## src/rtl/cmp_up_timer_pkg.sv

```systemverilog
package cmp_up_timer_pkg;

    localparam int unsigned BYTE_W      = 8;
    localparam logic [7:0]  LO_RSV_MASK = 8'h26;
    localparam logic [7:0]  HI_RSV_MASK = 8'h07;
    localparam int unsigned CE_BIT      = 7;
    localparam int unsigned LD_BIT      = 6;

    typedef struct packed {
        logic mode_wr;   // high mode byte accepted
        logic ce;        // count-enable value written
        logic cmp_wr;    // compare register accepted
        logic err;       // write rejected
    } wr_cmd_t;

endpackage

```

## src/rtl/cmp_up_timer_decode.sv

```systemverilog
module cmp_up_timer_decode
    import cmp_up_timer_pkg::*;
#(
    parameter int unsigned ADDR_W  = 8,
    parameter int unsigned DATA_W  = 16,
    parameter logic [ADDR_W-1:0] MODE_LO_ADDR = 8'h84,
    parameter logic [ADDR_W-1:0] MODE_HI_ADDR = 8'h85,
    parameter logic [ADDR_W-1:0] CMP_ADDR     = 8'h86
) (
    input  logic              wr_en,
    input  logic [ADDR_W-1:0] wr_addr,
    input  logic [2:0]        wr_size,
    input  logic [DATA_W-1:0] wr_data,
    output wr_cmd_t           cmd,
    output logic [DATA_W-1:0] cmp_val
);

    logic             has_lo;
    logic             has_hi;
    logic             bad_access;
    logic             rsv_hit;
    logic [BYTE_W-1:0] lo_byte;
    logic [BYTE_W-1:0] hi_byte;
    logic             cmp_hit;

    // Lane steering and width/address legality.
    always_comb begin
        has_lo     = 1'b0;
        has_hi     = 1'b0;
        cmp_hit    = 1'b0;
        bad_access = 1'b0;
        lo_byte    = wr_data[BYTE_W-1:0];
        hi_byte    = wr_data[BYTE_W-1:0];
        if (wr_addr == MODE_LO_ADDR) begin
            has_lo = 1'b1;
            if (wr_size == 3'd2) begin
                has_hi  = 1'b1;
                hi_byte = wr_data[2*BYTE_W-1:BYTE_W];
            end else if (wr_size != 3'd1) begin
                bad_access = 1'b1;
            end
        end else if (wr_addr == MODE_HI_ADDR) begin
            if (wr_size == 3'd1) begin
                has_hi = 1'b1;
            end else begin
                bad_access = 1'b1;
            end
        end else if (wr_addr == CMP_ADDR) begin
            if (wr_size == 3'd2) begin
                cmp_hit = 1'b1;
            end else begin
                bad_access = 1'b1;
            end
        end else begin
            bad_access = 1'b1;
        end
    end

    // Field-level legality.
    always_comb begin
        rsv_hit = 1'b0;
        if (has_lo && ((lo_byte & LO_RSV_MASK) != '0)) begin
            rsv_hit = 1'b1;
        end
        if (has_hi && ((hi_byte & HI_RSV_MASK) != '0)) begin
            rsv_hit = 1'b1;
        end
        if (has_hi && hi_byte[CE_BIT] && hi_byte[LD_BIT]) begin
            rsv_hit = 1'b1;
        end
    end

    always_comb begin
        cmd     = '0;
        cmp_val = wr_data;
        if (wr_en) begin
            cmd.err = bad_access | rsv_hit;
            if (!cmd.err) begin
                cmd.mode_wr = has_hi;
                cmd.ce      = has_hi & hi_byte[CE_BIT];
                cmd.cmp_wr  = cmp_hit;
            end
        end
    end

    always_comb begin
        if (cmd.err) begin
            assert_err_blocks_write_R8: assert (!cmd.mode_wr && !cmd.cmp_wr)
                else $error("rejected write still produced an update");
        end
    end

endmodule

```

## src/rtl/cmp_up_timer_core.sv

```systemverilog
module cmp_up_timer_core
    import cmp_up_timer_pkg::*;
#(
    parameter int unsigned CNT_W = 16
) (
    input  logic             clk,
    input  logic             rst_n,
    input  logic             tick,
    input  wr_cmd_t          cmd,
    input  logic [CNT_W-1:0] cmp_val,
    output logic [CNT_W-1:0] count,
    output logic             irq,
    output logic             err
);

    localparam logic [CNT_W:0] ONE_X = {{CNT_W{1'b0}}, 1'b1};

    typedef struct packed {
        logic [CNT_W-1:0] count;
        logic [CNT_W-1:0] period;
        logic [CNT_W-1:0] cmp;
        logic             run;
        logic             irq;
        logic             err;
    } state_t;

    state_t st_q;
    state_t st_d;
    logic [CNT_W:0] inc_x;
    logic           wrap;

    always_comb begin
        inc_x = {1'b0, st_q.count} + ONE_X;
        wrap  = (inc_x == {1'b0, st_q.period});
    end

    always_comb begin
        st_d     = st_q;
        st_d.irq = 1'b0;
        st_d.err = cmd.err;
        if (cmd.cmp_wr) begin
            st_d.cmp = cmp_val;
        end
        if (cmd.mode_wr) begin
            st_d.count = '0;
            if (cmd.ce && (st_q.cmp != '0)) begin
                st_d.run    = 1'b1;
                st_d.period = st_q.cmp;
            end else begin
                st_d.run = 1'b0;
            end
        end else if (st_q.run && tick) begin
            if (wrap) begin
                st_d.count = '0;
                st_d.irq   = 1'b1;
            end else begin
                st_d.count = inc_x[CNT_W-1:0];
            end
        end
    end

    always_ff @(posedge clk or negedge rst_n) begin
        if (!rst_n) begin
            st_q <= '0;
        end else begin
            st_q <= st_d;
        end
    end

    assign count = st_q.count;
    assign irq   = st_q.irq;
    assign err   = st_q.err;

    assert_cnt_below_period_R3: assert property (@(posedge clk) disable iff (!rst_n)
        st_q.run |-> (st_q.count < st_q.period))
        else $error("counter reached its period");

    assert_irq_restart_R3: assert property (@(posedge clk) disable iff (!rst_n)
        st_q.irq |-> (st_q.count == '0 && st_q.run))
        else $error("interrupt without restart");

    assert_idle_zero_R4: assert property (@(posedge clk) disable iff (!rst_n)
        !st_q.run |-> (st_q.count == '0))
        else $error("stopped counter not zero");

    assert_stop_now_R4: assert property (@(posedge clk) disable iff (!rst_n)
        (cmd.mode_wr && !cmd.ce) |=> (!st_q.run && !st_q.irq))
        else $error("timer kept running after disable");

    assert_restart_quiet_R6: assert property (@(posedge clk) disable iff (!rst_n)
        cmd.mode_wr |=> (!st_q.irq && st_q.count == '0))
        else $error("mode write did not restart cleanly");

    assert_zero_period_R7: assert property (@(posedge clk) disable iff (!rst_n)
        (cmd.mode_wr && st_q.cmp == '0) |=> !st_q.run)
        else $error("zero period started counting");

    assert_err_no_effect_R8: assert property (@(posedge clk) disable iff (!rst_n)
        cmd.err |=> (st_q.err && $stable(st_q.run) && $stable(st_q.cmp) && $stable(st_q.period)))
        else $error("rejected write changed state");

    assert_hold_no_tick_R11: assert property (@(posedge clk) disable iff (!rst_n)
        (!tick && !cmd.mode_wr) |=> $stable(st_q.count))
        else $error("counter moved without tick");

endmodule

```

## src/rtl/cmp_up_timer.sv

```systemverilog
module cmp_up_timer
    import cmp_up_timer_pkg::*;
#(
    parameter int unsigned ADDR_W = 8,
    parameter int unsigned CNT_W  = 16
) (
    input  logic              clk,
    input  logic              rst_n,
    input  logic              tick_i,
    input  logic              wr_en_i,
    input  logic [ADDR_W-1:0] wr_addr_i,
    input  logic [2:0]        wr_size_i,
    input  logic [CNT_W-1:0]  wr_data_i,
    output logic [CNT_W-1:0]  count_o,
    output logic              irq_o,
    output logic              wr_err_o
);

    wr_cmd_t          cmd;
    logic [CNT_W-1:0] cmp_val;

    cmp_up_timer_decode #(
        .ADDR_W (ADDR_W),
        .DATA_W (CNT_W)
    ) decode_i (
        .wr_en   (wr_en_i),
        .wr_addr (wr_addr_i),
        .wr_size (wr_size_i),
        .wr_data (wr_data_i),
        .cmd     (cmd),
        .cmp_val (cmp_val)
    );

    cmp_up_timer_core #(
        .CNT_W (CNT_W)
    ) core_i (
        .clk     (clk),
        .rst_n   (rst_n),
        .tick    (tick_i),
        .cmd     (cmd),
        .cmp_val (cmp_val),
        .count   (count_o),
        .irq     (irq_o),
        .err     (wr_err_o)
    );

endmodule

```

## config.mk

```make
export PLATFORM = sky130hd
export DESIGN_NAME = cmp_up_timer
export DESIGN_NICKNAME = d
export VERILOG_FILES = /design/src/rtl/cmp_up_timer_pkg.sv /design/src/rtl/cmp_up_timer_decode.sv /design/src/rtl/cmp_up_timer_core.sv /design/src/rtl/cmp_up_timer.sv
export SDC_FILE = /design/constraint.sdc
export NUM_CORES = 1
export LEC_CHECK = 0
export ABC_AREA = 1
export BUFFER_PORTS_ARGS = -buffer_cell sky130_fd_sc_hd__buf_2
export CAP_MARGIN = 20
export CORE_ASPECT_RATIO = 1.2
export CORE_MARGIN = 5
export CORE_UTILIZATION = 25
export CTS_BUF_LIST = sky130_fd_sc_hd__clkbuf_4 sky130_fd_sc_hd__clkbuf_8 sky130_fd_sc_hd__clkbuf_16
export CTS_CLUSTER_SIZE = 24
export DETAILED_ROUTE_END_ITERATION = 6
export GPL_TIMING_DRIVEN = 0
export MAX_ROUTING_LAYER = met4
export PLACE_DENSITY = 0.45
export SKIP_LAST_GASP = 1
export SYNTH_ARGS = -nofsm -noshare
export SYNTH_HDL_FRONTEND = slang
export SYNTH_SLANG_ARGS = --single-unit
```

## constraint.sdc

```tcl
create_clock -name clk -period 1.8 [get_ports clk]
set_input_delay 0.09 -clock clk [delete_from_list [all_inputs] [get_ports clk]]
set_output_delay 0.09 -clock clk [all_outputs]
set_load 0.005 [all_outputs]
```

==> impl_metrics.py <==
metrics = {
    "layout": {
        "area_delta_synth_final_pct": 30.22,
        "drive_gt1_share_pct": 32.95,
        "insertedDiodeCount": 0,
        "nFillCells": 1407,
        "ff_latch_area_um2": 1289,
        "multi_input_area_um2": 1687,
        "nNetsFinal": 550,
    },
    "global_route": {
        "grt.total_usage_pct": 11.22,
        "grt_max_degree": 40,
        "grt_pass1_wl_um": 13510,
        "antenna_found_initial": 0,
        "grt_pass1_vias": 2879,
        "grt-ovfl-total": 0,
    },
    "detailed_routing": {
        "dr_total_vias": 2869,
        "firstDrtPassIters": 4,
        "routed_via_density": 4.201,
        "antenna_left": 0,
        "wl_per_cell_um": 11.94,
        "post-route-drc-count": 0,
        "drt_iter0_markers": 127,
        "finalWirelength_um": 8158,
    },
    "timing": {
        "hold_violations": 0,
        "worst_slack_ps": -235.4,
        "relSlewSlack_pct": 51.53,
        "final.period_utilization_pct": 113.1,
        "worst_pin_slew_ps": 727.1,
        "rsz0062_at_grt": "yes",
        "fmax_mhz": 491.3,
        "tns_ps": -3650,
        "fin_crit_ps": 2035,
        "skew_ps": 7.698,
        "setup_viol": 17,
        "slew_viol_final": 0,
    },
    "setup_path": {
        "r2r_end": "core_i.count[12]",
        "r2r_cells": 13,
        "cp_max_fo": 6,
        "end_kind": "register",
        "cp-start-kind": "register",
        "cp.required_ps": 1990,
        "rrSetupSlack_ps": -240,
        "criticalPathCategory": "reg -> reg",
        "timing.rr.start": "core_i.count[1]",
        "critPathArrivalTime_ps": 2220,
        "critPathLaunch": "core_i.count[1]",
    },
    "synth": {
        "ys_top_cells_by_area": "dfrtp_1 40%, nand2_1 18%, inv_1 6.5%, nor2_1 6.1%, nand3_1 4.5%",
        "yosysTopAreaCellShare_pct": 39.87,
        "synth.yosys.seq_area_share_pct": 39.87,
        "synth_area_leader_cell": "dfrtp_1",
        "ys_types": 32,
        "syn_area_um2": 3201,
        "syn-mean-instance-area_um2": 7.097,
        "postSynth.asyncResetShare_pct": 100.0,
        "syn_nets": 483,
        "ys_warn_count": 0,
        "synth-edff-count": 0,
        "synth_cells": 451,
        "ys.flop_type": "dfrtp_1",
        "yosys_register_bits": 51,
    },
    "clock_network": {
        "cts_made_buffers": 5,
        "cts_buffer_depth": 2,
        "cts.htree.levels": 2,
        "clk_latency_ps": 290,
        "cts.sinks": 51,
        "root_buffer": "clkbuf_16",
        "cts_tree": "done",
        "clkTransAtPathRegs_ps": 70,
    },
    "placement": {
        "pre_cts_ws_ps": -383.5,
        "place_congestion": 0.8801,
        "post-dp-hpwl_um": 6316,
        "io_buffer_count": 48,
    },
    "floorplan": {
        "die_area_um2": 15170,
        "coreArea_um2": 12610,
        "die_h_um": 133.9,
        "ios": 49,
        "chipWidth_um": 113.3,
        "start_util_pct": 25.38,
        "std_cell_rows": 45,
    },
    "min_path": {
        "worstHoldEndpoint": "core_i.st_q[15]",
        "hold_path_class": "in -> reg",
        "hold_start": "wr_data_i[12]",
        "holdPathStages": 3,
    },
    "status": {
        "failed_checks": "negative setup slack",
        "status": "finished with violations",
    },
    "run": {
        "drv_cap": 0,
    },
    "pwr": {
        "leakage_uw": 0.001990,
        "p_per_area_nw_per_um2": 596.1,
        "peakVddDrop_v": 0.0003715,
    },
}
## cell usage after synthesis, types with 4 or more instances
library cell    n
a21oi_1        11
buf_4          16
buf_6           4
dfrtp_1        51
inv_1          55
nand2_1       154
nand2_2         7
nand3_1        29
nand3b_1        7
nand4_1         9
nor2_1         52
nor2_4          4
nor3_1          4
o21ai_0         9
o21ai_2        15
## logic make-up after synthesis
group           Yosys count  synth area share (%)
simple gates            274                 37.65
compound gates           40                 8.483
fa+ha+maj                 1                0.3909
xor+xnor                  3                0.8211
buf+inv                  82                 12.78
flops                    51                 39.87
## cell type report
type,count,area share [%]
Inverter,56,5.104
Sequential cell,51,30.92
Clock buffer,5,3.002
Tap cell,164,4.923
Timing Repair Buffer,60,9.096
Buffer,26,4.863
Clock inverter,3,1.621
Multi-Input combinational cell,318,40.47
## worst max-delay path, cell delays in order, from the launching register on
cell	delay (ps)
dfrtp_2	420
ha_4	190
nand2_8	80
nor2_4	190
nand3_2	110
nand2_2	100
nand2_2	60
nand2_1	80
nand4_1	140
nor2_2	180
nand2_4	110
clkbuf_16	180
nand2_2	50
nand2_1	40
## metal layers
layer	track usage, %	vias up	share of wire [%]
met4	3.808	0	2.0
met5	-	-	0
li1	-	1527	-
met3	1.625	10	2.7
met1	13.65	1278	46
met2	19.01	54	50
## how the worst max path moves through the flow
| stage | to | slack (ps) | depth (start not counted) |
|---|---|---|---|
| after floorplan | core_i.count[10] | 2 | 12 |
| after global placement | core_i.count[10] | -370 | 12 |
| after detailed placement | core_i.count[8] | -380 | 12 |
| after CTS | core_i.count[12] | -130 | 12 |
| after global routing | core_i.count[8] | -320 | 15 |
| final | core_i.count[12] | -240 | 13 |
## sequential cells by signal, summed over array words and instances, names as in the netlist
signal        flops
core_i.st_q      33
core_i.count     16
core_i.err        1
core_i.irq        1
## stage by stage
stage | instance area [um2] | hold WS (ps) | cells | power, uW | util (%)
2_1_floorplan | 3219 | -205.6 | 451 | 1196 | -
3_3_place_gp | 3665 | 343.8 | 663 | 1263 | 29.06
3_5_place_dp | 3685 | 36.38 | 664 | 1270 | 29.22
4_1_cts | 3980 | 43.64 | 677 | 2542 | 31.56
5_1_grt | 4168 | 61.12 | 683 | 2591 | 33.05
6_report | 4168 | 48.11 | 683 | 2485 | 33.05
## cell usage in the layout, fill, tap and decap left out, types with 11 or more instances in the layout
cell type    n
a21oi_1     11
dfrtp_1     41
nand3_1     24
nor2_1      48
nand2_2     26
inv_1       55
o21ai_2     15
buf_4       23
nand2_1    128
buf_2       50
## what timing repair did
| action | 4_1_cts | 5_1_grt |
|---|---|---|
| setup endpoints to repair | 17 | 17 |
| gates resized for setup | 19 | 39 |
| endpoints found under the hold margin | 12 | 0 |
| pin swaps | 1 | 3 |
| setup buffers | 4 | 5 |
| hold buffers | 1 | 0 |
| gates cloned | 0 | 1 |
## power by group
group / switching [uW] / internal [uW] / leakage (uW) / total [uW]
Clock: 443 / 797 / 0.0000900 / 1240
Sequential: 1.41 / 1150 / 0.000642 / 1150
Combinational: 55.9 / 38.5 / 0.00126 / 94.4
Total: 500 / 1980 / 0.00199 / 2480
(Power assumes the default switching activity.)
